<file path="src/rtl/isqrt_pkg.sv">
package isqrt_pkg;
  typedef enum logic [1:0] {
    ST_IDLE = 2'd0,
    ST_RUN  = 2'd1,
    ST_DONE = 2'd2
  } isqrt_state_e;
endpackage

</file>
<file path="src/rtl/isqrt_lead.sv">
// Finds the highest non-zero bit pair of the operand.
module isqrt_lead #(
  parameter int unsigned WIDTH = 32,
  localparam int unsigned HALF = WIDTH / 2,
  localparam int unsigned KW   = (HALF > 1) ? $clog2(HALF) : 1
) (
  input  logic [WIDTH-1:0] op_i,
  output logic             zero_o,
  output logic [KW-1:0]    top_pair_o
);
  logic [HALF-1:0] pair_nz;

  for (genvar g = 0; g < HALF; g++) begin : g_pair
    assign pair_nz[g] = |op_i[2*g+1 -: 2];
  end

  always_comb begin
    top_pair_o = '0;
    for (int i = 0; i < HALF; i++) begin
      if (pair_nz[i]) top_pair_o = KW'(i);
    end
  end

  assign zero_o = ~|pair_nz;
endmodule

</file>
<file path="src/rtl/isqrt_step.sv">
// One trial step: candidate square from stored square by shift-and-add.
module isqrt_step #(
  parameter int unsigned WIDTH = 32,
  localparam int unsigned HALF = WIDTH / 2,
  localparam int unsigned KW   = (HALF > 1) ? $clog2(HALF) : 1
) (
  input  logic [WIDTH-1:0] op_i,
  input  logic [WIDTH-1:0] sq_i,
  input  logic [HALF-1:0]  root_i,
  input  logic [KW-1:0]    bit_i,
  output logic             keep_o,
  output logic             ovf_o,
  output logic [WIDTH-1:0] sq_next_o,
  output logic [HALF-1:0]  root_next_o
);
  logic [WIDTH:0] cross_term;
  logic [WIDTH:0] bit_term;
  logic [WIDTH:0] cand;
  logic [KW:0]    sh_cross;
  logic [KW:0]    sh_bit;

  assign sh_cross   = {1'b0, bit_i} + 1'b1;
  assign sh_bit     = {bit_i, 1'b0};
  assign cross_term = (WIDTH+1)'(root_i) << sh_cross;
  assign bit_term   = (WIDTH+1)'(1) << sh_bit;
  assign cand       = {1'b0, sq_i} + cross_term + bit_term;

  // overflow counts as larger than any operand
  assign ovf_o       = cand[WIDTH];
  assign keep_o      = !ovf_o && (cand[WIDTH-1:0] <= op_i);
  assign sq_next_o   = cand[WIDTH-1:0];
  assign root_next_o = root_i | (HALF'(1) << bit_i);
endmodule

</file>
<file path="src/rtl/isqrt_seq.sv">
module isqrt_seq
  import isqrt_pkg::*;
#(
  parameter int unsigned WIDTH = 32
) (
  input  logic                 clk_i,
  input  logic                 rst_ni,
  input  logic                 start_i,
  input  logic [WIDTH-1:0]     operand_i,
  output logic                 busy_o,
  output logic                 done_o,
  output logic [WIDTH/2-1:0]   root_o,
  output logic [WIDTH/2:0]     rem_o
);
  localparam int unsigned HALF = WIDTH / 2;
  localparam int unsigned KW   = (HALF > 1) ? $clog2(HALF) : 1;
  localparam int unsigned RW   = HALF + 1;

  isqrt_state_e      state_q;
  logic [WIDTH-1:0]  op_q;
  logic [WIDTH-1:0]  sq_q;
  logic [HALF-1:0]   root_q;
  logic [KW-1:0]     k_q;

  logic              lead_zero;
  logic [KW-1:0]     lead_top;
  logic              step_keep;
  logic              step_ovf;
  logic [WIDTH-1:0]  step_sq;
  logic [HALF-1:0]   step_root;

  isqrt_lead #(.WIDTH(WIDTH)) u_lead (
    .op_i       (operand_i),
    .zero_o     (lead_zero),
    .top_pair_o (lead_top)
  );

  isqrt_step #(.WIDTH(WIDTH)) u_step (
    .op_i        (op_q),
    .sq_i        (sq_q),
    .root_i      (root_q),
    .bit_i       (k_q),
    .keep_o      (step_keep),
    .ovf_o       (step_ovf),
    .sq_next_o   (step_sq),
    .root_next_o (step_root)
  );

  always_ff @(posedge clk_i or negedge rst_ni) begin
    if (!rst_ni) begin
      state_q <= ST_IDLE;
      op_q    <= '0;
      sq_q    <= '0;
      root_q  <= '0;
      k_q     <= '0;
    end else begin
      unique case (state_q)
        ST_IDLE: begin
          if (start_i) begin
            op_q    <= operand_i;
            sq_q    <= '0;
            root_q  <= '0;
            k_q     <= lead_top;
            state_q <= lead_zero ? ST_DONE : ST_RUN;
          end
        end
        ST_RUN: begin
          if (step_keep) begin
            sq_q   <= step_sq;
            root_q <= step_root;
          end
          if (k_q == '0) state_q <= ST_DONE;
          else           k_q     <= k_q - 1'b1;
        end
        ST_DONE: state_q <= ST_IDLE;
        default: state_q <= ST_IDLE;
      endcase
    end
  end

  assign busy_o = (state_q != ST_IDLE);
  assign done_o = (state_q == ST_DONE);
  assign root_o = root_q;
  assign rem_o  = RW'(op_q - sq_q);

  // checking aids, full width products
  logic [2*WIDTH-1:0] chk_sq;
  logic [2*WIDTH-1:0] chk_next;
  logic [2*WIDTH-1:0] chk_op;
  assign chk_sq   = (2*WIDTH)'(root_o) * (2*WIDTH)'(root_o);
  assign chk_next = chk_sq + ((2*WIDTH)'(root_o) << 1) + 1'b1;
  assign chk_op   = (2*WIDTH)'(op_q);

  AST_ROOT_BRACKET: assert property (@(posedge clk_i) disable iff (!rst_ni)
    done_o |-> (chk_sq <= chk_op) && (chk_op < chk_next));
  AST_SQ_BELOW_OP: assert property (@(posedge clk_i) disable iff (!rst_ni)
    (state_q == ST_RUN) |-> (sq_q <= op_q));
  AST_REM_MATCH: assert property (@(posedge clk_i) disable iff (!rst_ni)
    done_o |-> (rem_o == RW'(chk_op - chk_sq)));
  AST_ZERO_FAST: assert property (@(posedge clk_i) disable iff (!rst_ni)
    (!busy_o && start_i && (operand_i == '0)) |=> (done_o && (root_o == '0) && (rem_o == '0)));
  AST_DONE_PULSE: assert property (@(posedge clk_i) disable iff (!rst_ni)
    done_o |=> !done_o);
  AST_BUSY_WITH_DONE: assert property (@(posedge clk_i) disable iff (!rst_ni)
    done_o |-> busy_o);
  AST_OP_LOCKED: assert property (@(posedge clk_i) disable iff (!rst_ni)
    busy_o |=> $stable(op_q));
  AST_RESULT_HOLD: assert property (@(posedge clk_i) disable iff (!rst_ni)
    (!busy_o && !start_i) |=> ($stable(root_o) && $stable(rem_o)));
  AST_NO_OVERFLOW: assert property (@(posedge clk_i) disable iff (!rst_ni)
    (state_q == ST_RUN) |-> !step_ovf);
endmodule

</file>
<file path="config.mk">
export PLATFORM = sky130hd
export DESIGN_NAME = isqrt_seq
export DESIGN_NICKNAME = d
export VERILOG_FILES = /design/src/rtl/isqrt_pkg.sv /design/src/rtl/isqrt_lead.sv /design/src/rtl/isqrt_step.sv /design/src/rtl/isqrt_seq.sv
export SDC_FILE = /design/constraint.sdc
export NUM_CORES = 1
export LEC_CHECK = 0
export ABC_AREA = 1
export BUFFER_PORTS_ARGS = -buffer_cell sky130_fd_sc_hd__buf_2
export CAP_MARGIN = 20
export CORE_ASPECT_RATIO = 1.4
export CORE_MARGIN = 4
export CORE_UTILIZATION = 59
export CTS_CLUSTER_SIZE = 20
export DETAILED_ROUTE_END_ITERATION = 10
export PLACE_DENSITY = 0.76
export SLEW_MARGIN = 0
export SYNTH_ARGS = -nofsm -noshare
export SYNTH_HDL_FRONTEND = slang
export SYNTH_SLANG_ARGS = --single-unit
export TNS_END_PERCENT = 100
</file>
<file path="constraint.sdc">
create_clock -name clk_i -period 7.1 [get_ports clk_i]
set_clock_uncertainty 0.05 [all_clocks]
set_input_delay 0.355 -clock clk_i [delete_from_list [all_inputs] [get_ports clk_i]]
set_output_delay 0.355 -clock clk_i [all_outputs]
set_load 0.01 [all_outputs]
</file>
=== After elaboration in Yosys (flattened, before gate mapping) ===
Cells that the tools add are included.

* Add/sub/neg operators: 5
* $lt $le $gt $ge: 1
* Equality and inequality tests: 6
* Shift-type cells: 3
* Muxes and demuxes: 28
* Bitwise operators: 1
* Reduce and logical (&&, ||, !) cells: 26

{| class="wikitable"
|+ Operator list
! cell !! count
|-
| $mux 32 || 2
|-
| $pmux 32 s2 || 1
|-
| $mux 4 || 10
|-
| $add 32x33->33 || 1
|-
| $add 33x33->33 || 1
|-
| $shl 1x5->33 const A || 1
|-
| $shl 16x5->33 || 1
|-
| $le 32x32->1 || 1
|-
| $mux 16 || 2
|-
| $pmux 16 s2 || 1
|-
| $reduce_or 32->1 || 1
|-
| $reduce_or 2->1 || 15
|-
| $sub 17x17->17 || 1
|-
| $or 16x16->16 || 1
|-
| $shl 1x4->16 const A || 1
|-
| $mux 3 || 4
|-
| $mux 2 || 5
|-
| $ne 2x2->1 const B || 4
|-
| $pmux 4 s2 || 1
|-
| $reduce_and 3->1 || 2
|-
| $add 4x1->5 const B || 1
|-
| $logic_not 4->1 || 1
|-
| $pmux 2 s2 || 1
|-
| $reduce_and 2->1 || 2
|-
| 8 further kinds || 9
|}

* Register bits: 86
* Input port bits: 35
* Output and inout bits: 35

=== Depth between registers and ports, before layout ===
Gate-level depths: netlist of run 1.

* Word-level depth: 18
* Mapped depth: 39

=== By module ===
Synthesis of run 1 repeated with hierarchy kept, for this count alone.

* Cell total of the unflattened synthesis: 1475
* Area total of the unflattened synthesis: 9514.1 sq um

{| class="wikitable"
|+ By module, submodules not included
! module !! times used !! cells an instance !! area each (sq um) !! sequential area each (sq um)
|-
| isqrt_step || 1 || 831 || 4760.8 || 0.0
|-
| isqrt_seq || 1 || 594 || 4533.1 || 2152.1
|-
| isqrt_lead || 1 || 50 || 220.2 || 0.0
|}

=== Least setup slack after synthesis of run 1 ===
Ideal clock, no wire load.

* Kind: flip-flop to flip-flop
* From: reg k_q[0]
* To: reg sq_q[10]
* Library setup time: 0.118 ns
* Arrival: 5.550 ns
* Setup slack: 1.382 ns
* Cell stages (with the launch flop): 36
* Buffers on the path: 5
* Period minus slack after synthesis: 5.718 ns
* Cell sequence: dfrtp_1 -> buf_6 -> inv_4 -> buf_6 -> ha_1 -> inv_1 -> buf_1 -> o21ai_0 -> nand2_1 -> o21ai_0 -> nand2_1 -> o21ai_0 -> or2_2 -> fa_1 -> inv_1 -> ha_1 -> a21oi_1 -> o21ai_0 -> a21oi_1 -> nand2_1 -> a21boi_0 -> xor2_1 -> inv_1 -> ha_1 -> a21oi_1 -> o21ai_0 -> nand2_1 -> a21oi_1 -> nor2_1 -> nand2_1 -> a21oi_2 -> nand2_4 -> buf_6 -> buf_8 -> nand3_2 -> nand2_1

* Word-level cells in the longest chain between the ends: 8

{| class="wikitable"
|+ Ends and longest elaborated chain
! what !! line !! text
|-
| from (decl) || isqrt_seq.sv:23 || <nowiki>logic [KW-1:0] k_q;</nowiki>
|-
| from (signal assigned) || isqrt_seq.sv:63 || <nowiki>k_q <= lead_top;</nowiki>
|-
| from (signal assigned) || isqrt_seq.sv:73 || <nowiki>else k_q <= k_q - 1'b1;</nowiki>
|-
| $add 4x1->5 || isqrt_step.sv:22 || <nowiki>assign sh_cross = {1'b0, bit_i} + 1'b1;</nowiki>
|-
| $shl 16x5->33 || isqrt_step.sv:24 || <nowiki>assign cross_term = (WIDTH+1)'(root_i) << sh_cross;</nowiki>
|-
| $add 32x33->33 || isqrt_step.sv:26 || <nowiki>assign cand = {1'b0, sq_i} + cross_term + bit_term;</nowiki>
|-
| $add 33x33->33 (*) || isqrt_step.sv:26 ||
|-
| $le 32x32->1 / $logic_not 1->1 (equally long branches) || isqrt_step.sv:30 || <nowiki>assign keep_o = !ovf_o && (cand[WIDTH-1:0] <= op_i);</nowiki>
|-
| $logic_and 1x1->1 || isqrt_step.sv:30 ||
|-
| $ne 2x2->1 (no source line) || n/a ||
|-
| $reduce_and 3->1 (no source line) || n/a ||
|-
| to (signal assigned) || isqrt_seq.sv:69 || <nowiki>sq_q <= step_sq;</nowiki>
|-
| to (decl) || isqrt_seq.sv:21 || <nowiki>logic [WIDTH-1:0] sq_q;</nowiki>
|}

Every way passes the cells marked *; elsewhere a longest branch is shown, timed or not. The select of a mux whose other input is x is not followed.
A chain may end at the register's enable or synchronous reset.

=== Worst setup path in the final report of run 1 ===
* From: reg k_q[0]
* To: reg root_q[7] (netlist: root_o[7])

* Word-level cells in the longest chain between the ends: 8

{| class="wikitable"
|+ Ends and longest elaborated chain
! what !! line !! text
|-
| $add 4x1->5 || isqrt_step.sv:22 ||
|-
| $shl 16x5->33 || isqrt_step.sv:24 ||
|-
| $add 32x33->33 || isqrt_step.sv:26 ||
|-
| $add 33x33->33 || isqrt_step.sv:26 ||
|-
| $le 32x32->1 / $logic_not 1->1 (equally long branches) || isqrt_step.sv:30 ||
|-
| $logic_and 1x1->1 || isqrt_step.sv:30 ||
|-
| $ne 2x2->1 (no source line) || n/a ||
|-
| $reduce_and 3->1 (no source line) || n/a ||
|-
| to (signal assigned) || isqrt_seq.sv:70 || <nowiki>root_q <= step_root;</nowiki>
|-
| to (decl) || isqrt_seq.sv:22 || <nowiki>logic [HALF-1:0] root_q;</nowiki>
|}

Parallel ways exist; a longest one is shown, timed or not. The select of a mux whose other input is x is not followed.

==> flow_summary.yaml, run 1 <==
sta:
  worst_pin_slew_ns: 0.764
  rsz0062_at_grt: "no"
  drv_slew: 0
  min_period_ns: 6.40
  setup_viol: 0
  fin_crit_sh_pct: 90.1
  max-slew-margin-rel_pct: 48.7
  finalHoldViolCount: 0
  tns_ns: 0
  fmax_ghz: 0.156
yosys:
  synth-simple-area-share_pct: 30.6
  syn_inst: 1378
  synth.mux.area_fraction_pct: 0.324
  netlist.top_cell.by_area: "dfrtp_1"
  post-synth-top-count-cell: "nand2_1"
  syn_area_per_cell_sq_um: 6.73
  ys_ff_latch: 86
  synth_top_family_by_area: "simple AND/OR/NAND/NOR gates"
  synthAdderAreaFrac_pct: 17.6
  yosysWarnings: 0
  synth_ff_type: "dfrtp_1"
  syn_nets: 1533
  ys_seq_area_share_pct: 23.2
  synth_area_sq_mm: 0.00928
  synth_common_cells: "373 x nand2_1, 193 x inv_1, 136 x nor2_1"
  synth-compound-area-share_pct: 13.8
  yosys.cell_types.count: 49
  synth_edf_count: 0
  synth.top_cell.area_share_pct: 23.2
  yosys-top-cells-area: "dfrtp_1 23%, nand2_1 15%, ha_1 14%"
  synth-xor-area-share_pct: 3.78
  postSynth.asyncResetShare_pct: 100
clock_tree:
  clkSinkCount: 86
  post-cts-setup-buffers: 0
  clockRootBuffer: "clkbuf_16"
  clockBufferDepth: 2
  cts_tree: "built"
  path_clk_slew_ns: 0.07
  numCtsBuffers: 9
  worstSkewPairLatency_ns: 0.36
  htreeDepth: 3
placement:
  place_congestion: 0.994
  io_buffers: 69
  hpwl_um: 22600
grt:
  grt_pass1_vias: 9103
  grt_pass1_wl_um: 45300
  overflow: 0
  grt_max_degree: 66
  gr-usage-all-layers_pct: 32.3
  antenna_found_initial: 0
critical_path:
  path_buf_inv: 4
  cp_top_family: "simple AND/OR/NAND/NOR gates"
  path_class: "flip-flop to flip-flop"
  cp_slowest_cell: "fa_1"
  crit_top_cell: "nand2_1"
  startpoint_type: "flip-flop"
  slowest_delay_ns: 0.48
  worst_setup_path_end_kind: "flip-flop"
  crit_arrival_ns: 6.64
  critPathRequiredTime_ns: 7.34
  crit_fanout: 19
finish:
  area_growth_pct: 8.80
  fin_nets: 1590
  drive_above_1_share_pct: 10.8
  insertedDiodeCount: 0
die:
  die_h_um: 156
  initial_core_util_pct: 59.7
  fp-row-count: 54
  die_x_um: 114
  die_area_sq_mm: 0.0178
  coreArea_sq_mm: 0.0155
  io_pins: 70
min_path:
  hp-class: "primary input to flip-flop"
outcome:
  status: "finished, final reports clean"
flow_run:
  maxCapViolCount: 0
routing:
  wl_um: 27900
  ant_nets: 0
  avgRoutedWirePerCell_um: 17.1
  via_per_inst: 5.61
  vias: 9177
  first_pass_iters: 5
  route.detailed.drc: 0
  drt_iter0_markers: 661
-- worst paths after layout --
kind,endpoint,cells after the start,from,slack (ns)
max,root_o[7],29,k_q[0],0.70
min,op_q[26],3,operand_i[26],0.16
max reg2reg,root_o[7],29,k_q[0],0.70
min reg2reg,sq_q[4],2,sq_q[4],0.46
max in group asynchronous,sq_q[19],3,rst_ni,5.45
min in group asynchronous,op_q[7],2,rst_ni,0.45
-- layout make-up --
class / count / area [sq um]
fillers: 1499 / 5440
clock inverters: 6 / 68.8
repair buffers: 86 / 482
clock buffers: 10 / 239
inverters: 203 / 764
multi-input cells: 1049 / 6140
well taps: 196 / 245
flip-flops and latches: 86 / 2150
-- layer usage --
layer / vias up / part of all wire [%] / global-route usage (%)
met5: - / 0 / 0
met4: 0 / 5.7 / 16.5
met3: 79 / 5.7 / 3.91
met2: 306 / 50 / 56.6
met1: 4240 / 39 / 38.5
li1: 4552 / - / -
-- logic make-up (layout without fill, tap and decap cells) --
| group | Yosys count | count (layout) |
|---|---|---|
| xor+xnor | 40 | 40 |
| buf+inv | 243 | 305 |
| fa+ha+maj | 120 | 120 |
| simple gates | 652 | 652 |
| mux | 3 | 3 |
| flops | 86 | 86 |
| compound gates | 234 | 234 |
-- registers in the layout, indices dropped and copies added, names as in the netlist --
| name | count |
|---|---|
| op_q | 32 |
| k_q | 4 |
| sq_q | 32 |
| state_q | 2 |
| root_o | 16 |
-- cells in the final DEF, fill, tap and decap left out, drive strengths merged, types with 3 or more instances in the layout --
cell    instances
nor3           13
xor2           30
xnor2          10
inv           203
o21a            5
nand4           9
o21bai          4
nor4            4
nand2         382
nand3         101
o21ai         104
fa             18
a21oi          87
a21boi          6
buf            85
dfrtp          86
mux2i           3
or2             3
ha            102
nor2          136
clkinv          4
o22ai           7
o211ai          4
clkbuf         10
a21o            4
a31oi           7
-- stage by stage --
stage | utilization, % | instances | setup slack [ns] | hold slack (ns) | instance area (sq um)
final | 65.0 | 1636 | 0.700 | 0.164 | 10100
after global routing | 65.0 | 1636 | 0.0901 | 0.174 | 10100
after CTS | 64.9 | 1636 | 0.586 | 0.161 | 10100
after detailed placement | 62.9 | 1619 | 0.609 | 0.301 | 9770
after global placement | 62.9 | 1619 | 0.730 | 0.301 | 9770
after floorplan | - | 1378 | 1.38 | 0.00941 | 9280
-- timing repair --
item	in CTS	in global routing
hold buffers	1	0
setup endpoints to repair	0	17
endpoints found under the hold margin	35	0
gates resized for setup	0	1
-- worst register-to-register path, delay by kind of cell (launching register included) --
kind,cells,cell delay [ns]
AND/OR/NAND/NOR,14,2.07
adder cells (fa/ha/maj),5,1.83
AO/OA/AOI/OAI,5,0.98
buffers and inverters,4,0.52
flip-flops,1,0.45
XOR/XNOR,1,0.43
Power of run 1 is not shown: default switching activity piles up to over one toggle a cycle in this logic, so the estimate is an artifact.
==> inputs of run 2 (changes only) <==
Settings changed: RECOVER_POWER set to 100.
==> flow_summary.yaml, run 2 (synthesis results as in run 1) <==
sta:
  fmax_ghz: 0.156
  rsz0062_at_grt: "no"
  drv_slew: 155
  fin_crit_sh_pct: 90.3
  min_period_ns: 6.41
  setup_viol: 0
  finalHoldViolCount: 0
  worst_pin_slew_ns: 2.97
  tns_ns: 0
  setup_ws_ns: 0.688
  max-slew-margin-rel_pct: -97.9
clock_tree:
  htreeDepth: 3
  worstSkewPairLatency_ns: 0.35
  clockRootBuffer: "clkbuf_16"
  path_clk_slew_ns: 0.07
  numCtsBuffers: 9
  clkSinkCount: 86
  cts_tree: "built"
  clockBufferDepth: 2
routing:
  via_per_inst: 5.60
  drt_iter0_markers: 669
  ant_nets: 0
  avgRoutedWirePerCell_um: 17.1
  first_pass_iters: 5
  wl_um: 28000
  route.detailed.drc: 0
  vias: 9162
outcome:
  status: "finished with violations"
  violations: "max-capacitance violations, max-slew violations"
grt:
  gr-usage-all-layers_pct: 32.3
  antenna_found_initial: 0
  grt_pass1_wl_um: 45300
  grt_pass1_vias: 9103
  grt_max_degree: 66
  overflow: 0
finish:
  fin_nets: 1590
  fill_cells: 1522
  area_growth_pct: 7.67
  mostFrequentLayoutCells: "373 x nand2_1, 193 x inv_1, 135 x nor2_1"
  drive_above_1_share_pct: 7.36
  seq_area_sq_mm: 0.00215
  insertedDiodeCount: 0
  multi_input_area_sq_mm: 0.00609
  final_common_cell: "nand2_1"
placement:
  io_buffers: 69
  place_congestion: 0.994
  pre_cts_ws_ns: 0.609
  hpwl_um: 22600
critical_path:
  crit_top_cell: "nand2_1"
  path_class: "flip-flop to flip-flop"
  worst_setup_path_end_kind: "flip-flop"
  startpoint_type: "flip-flop"
  critPathRequiredTime_ns: 7.34
  crit_arrival_ns: 6.65
  crit_fanout: 19
  cp_slowest_cell: "fa_1"
  slowest_delay_ns: 0.48
  worst-r2r-cell-count: 30
die:
  die_x_um: 114
  die_h_um: 156
  io_pins: 70
  initial_core_util_pct: 59.7
  fp-row-count: 54
  coreArea_sq_mm: 0.0155
  die_area_sq_mm: 0.0178
flow_run:
  maxCapViolCount: 3
min_path:
  whs_path_depth: 3
  hp-class: "primary input to flip-flop"
==> run 2: final timing paths <==
kind | from | to | slack [ns]
max | k_q[0] | root_o[7] | 0.69
min | operand_i[26] | op_q[26] | 0.17
max reg2reg | k_q[0] | root_o[7] | 0.69
min reg2reg | sq_q[4] | sq_q[4] | 0.46
max in group asynchronous | rst_ni | sq_q[22] | 2.29
min in group asynchronous | rst_ni | sq_q[6] | 1.07
==> run 2: area by class of cell <==
type | instances | area share (%)
flip-flops and latches | 86 | 21.5
clock inverters | 6 | 0.689
well taps | 196 | 2.45
multi-input cells | 1049 | 61.0
repair buffers | 86 | 4.27
clock buffers | 10 | 2.39
inverters | 203 | 7.65
==> run 2: what timing repair did <==
item                                   CTS  global route
setup endpoints to repair                0            17
resized for setup                        0             1
hold buffers                             1             0
endpoints found under the hold margin   35             0
setup buffers                            0             0
==> run 2: layer usage <==
layer	global-route usage (%)	vias to the layer above	part of all wire [%]
met3	3.91	81	5.1
met2	56.6	276	50
met5	0	-	0
li1	-	4551	-
met4	16.5	0	5.6
met1	38.5	4254	39
==> run 2: critical path: cells and delay by family, from the launching register on <==
kind | cells | cell delay [ns]
AO/OA/AOI/OAI | 5 | 1.25
adder cells (fa/ha/maj) | 5 | 1.78
buffers and inverters | 4 | 0.47
flip-flops | 1 | 0.45
AND/OR/NAND/NOR | 16 | 2.30
==> run 2: per-stage QoR <==
step                      util, %  instance area (sq um)  hold slack (ns)  cells
after floorplan                 -                   9280          0.00941   1378
after global placement       62.9                   9770            0.301   1619
after detailed placement     62.9                   9770            0.301   1619
after CTS                    64.9                  10100            0.161   1636
after global routing         64.3                   9990            0.174   1636
final                        64.3                   9990            0.166   1636
Power of run 2 is left out for the same reason.
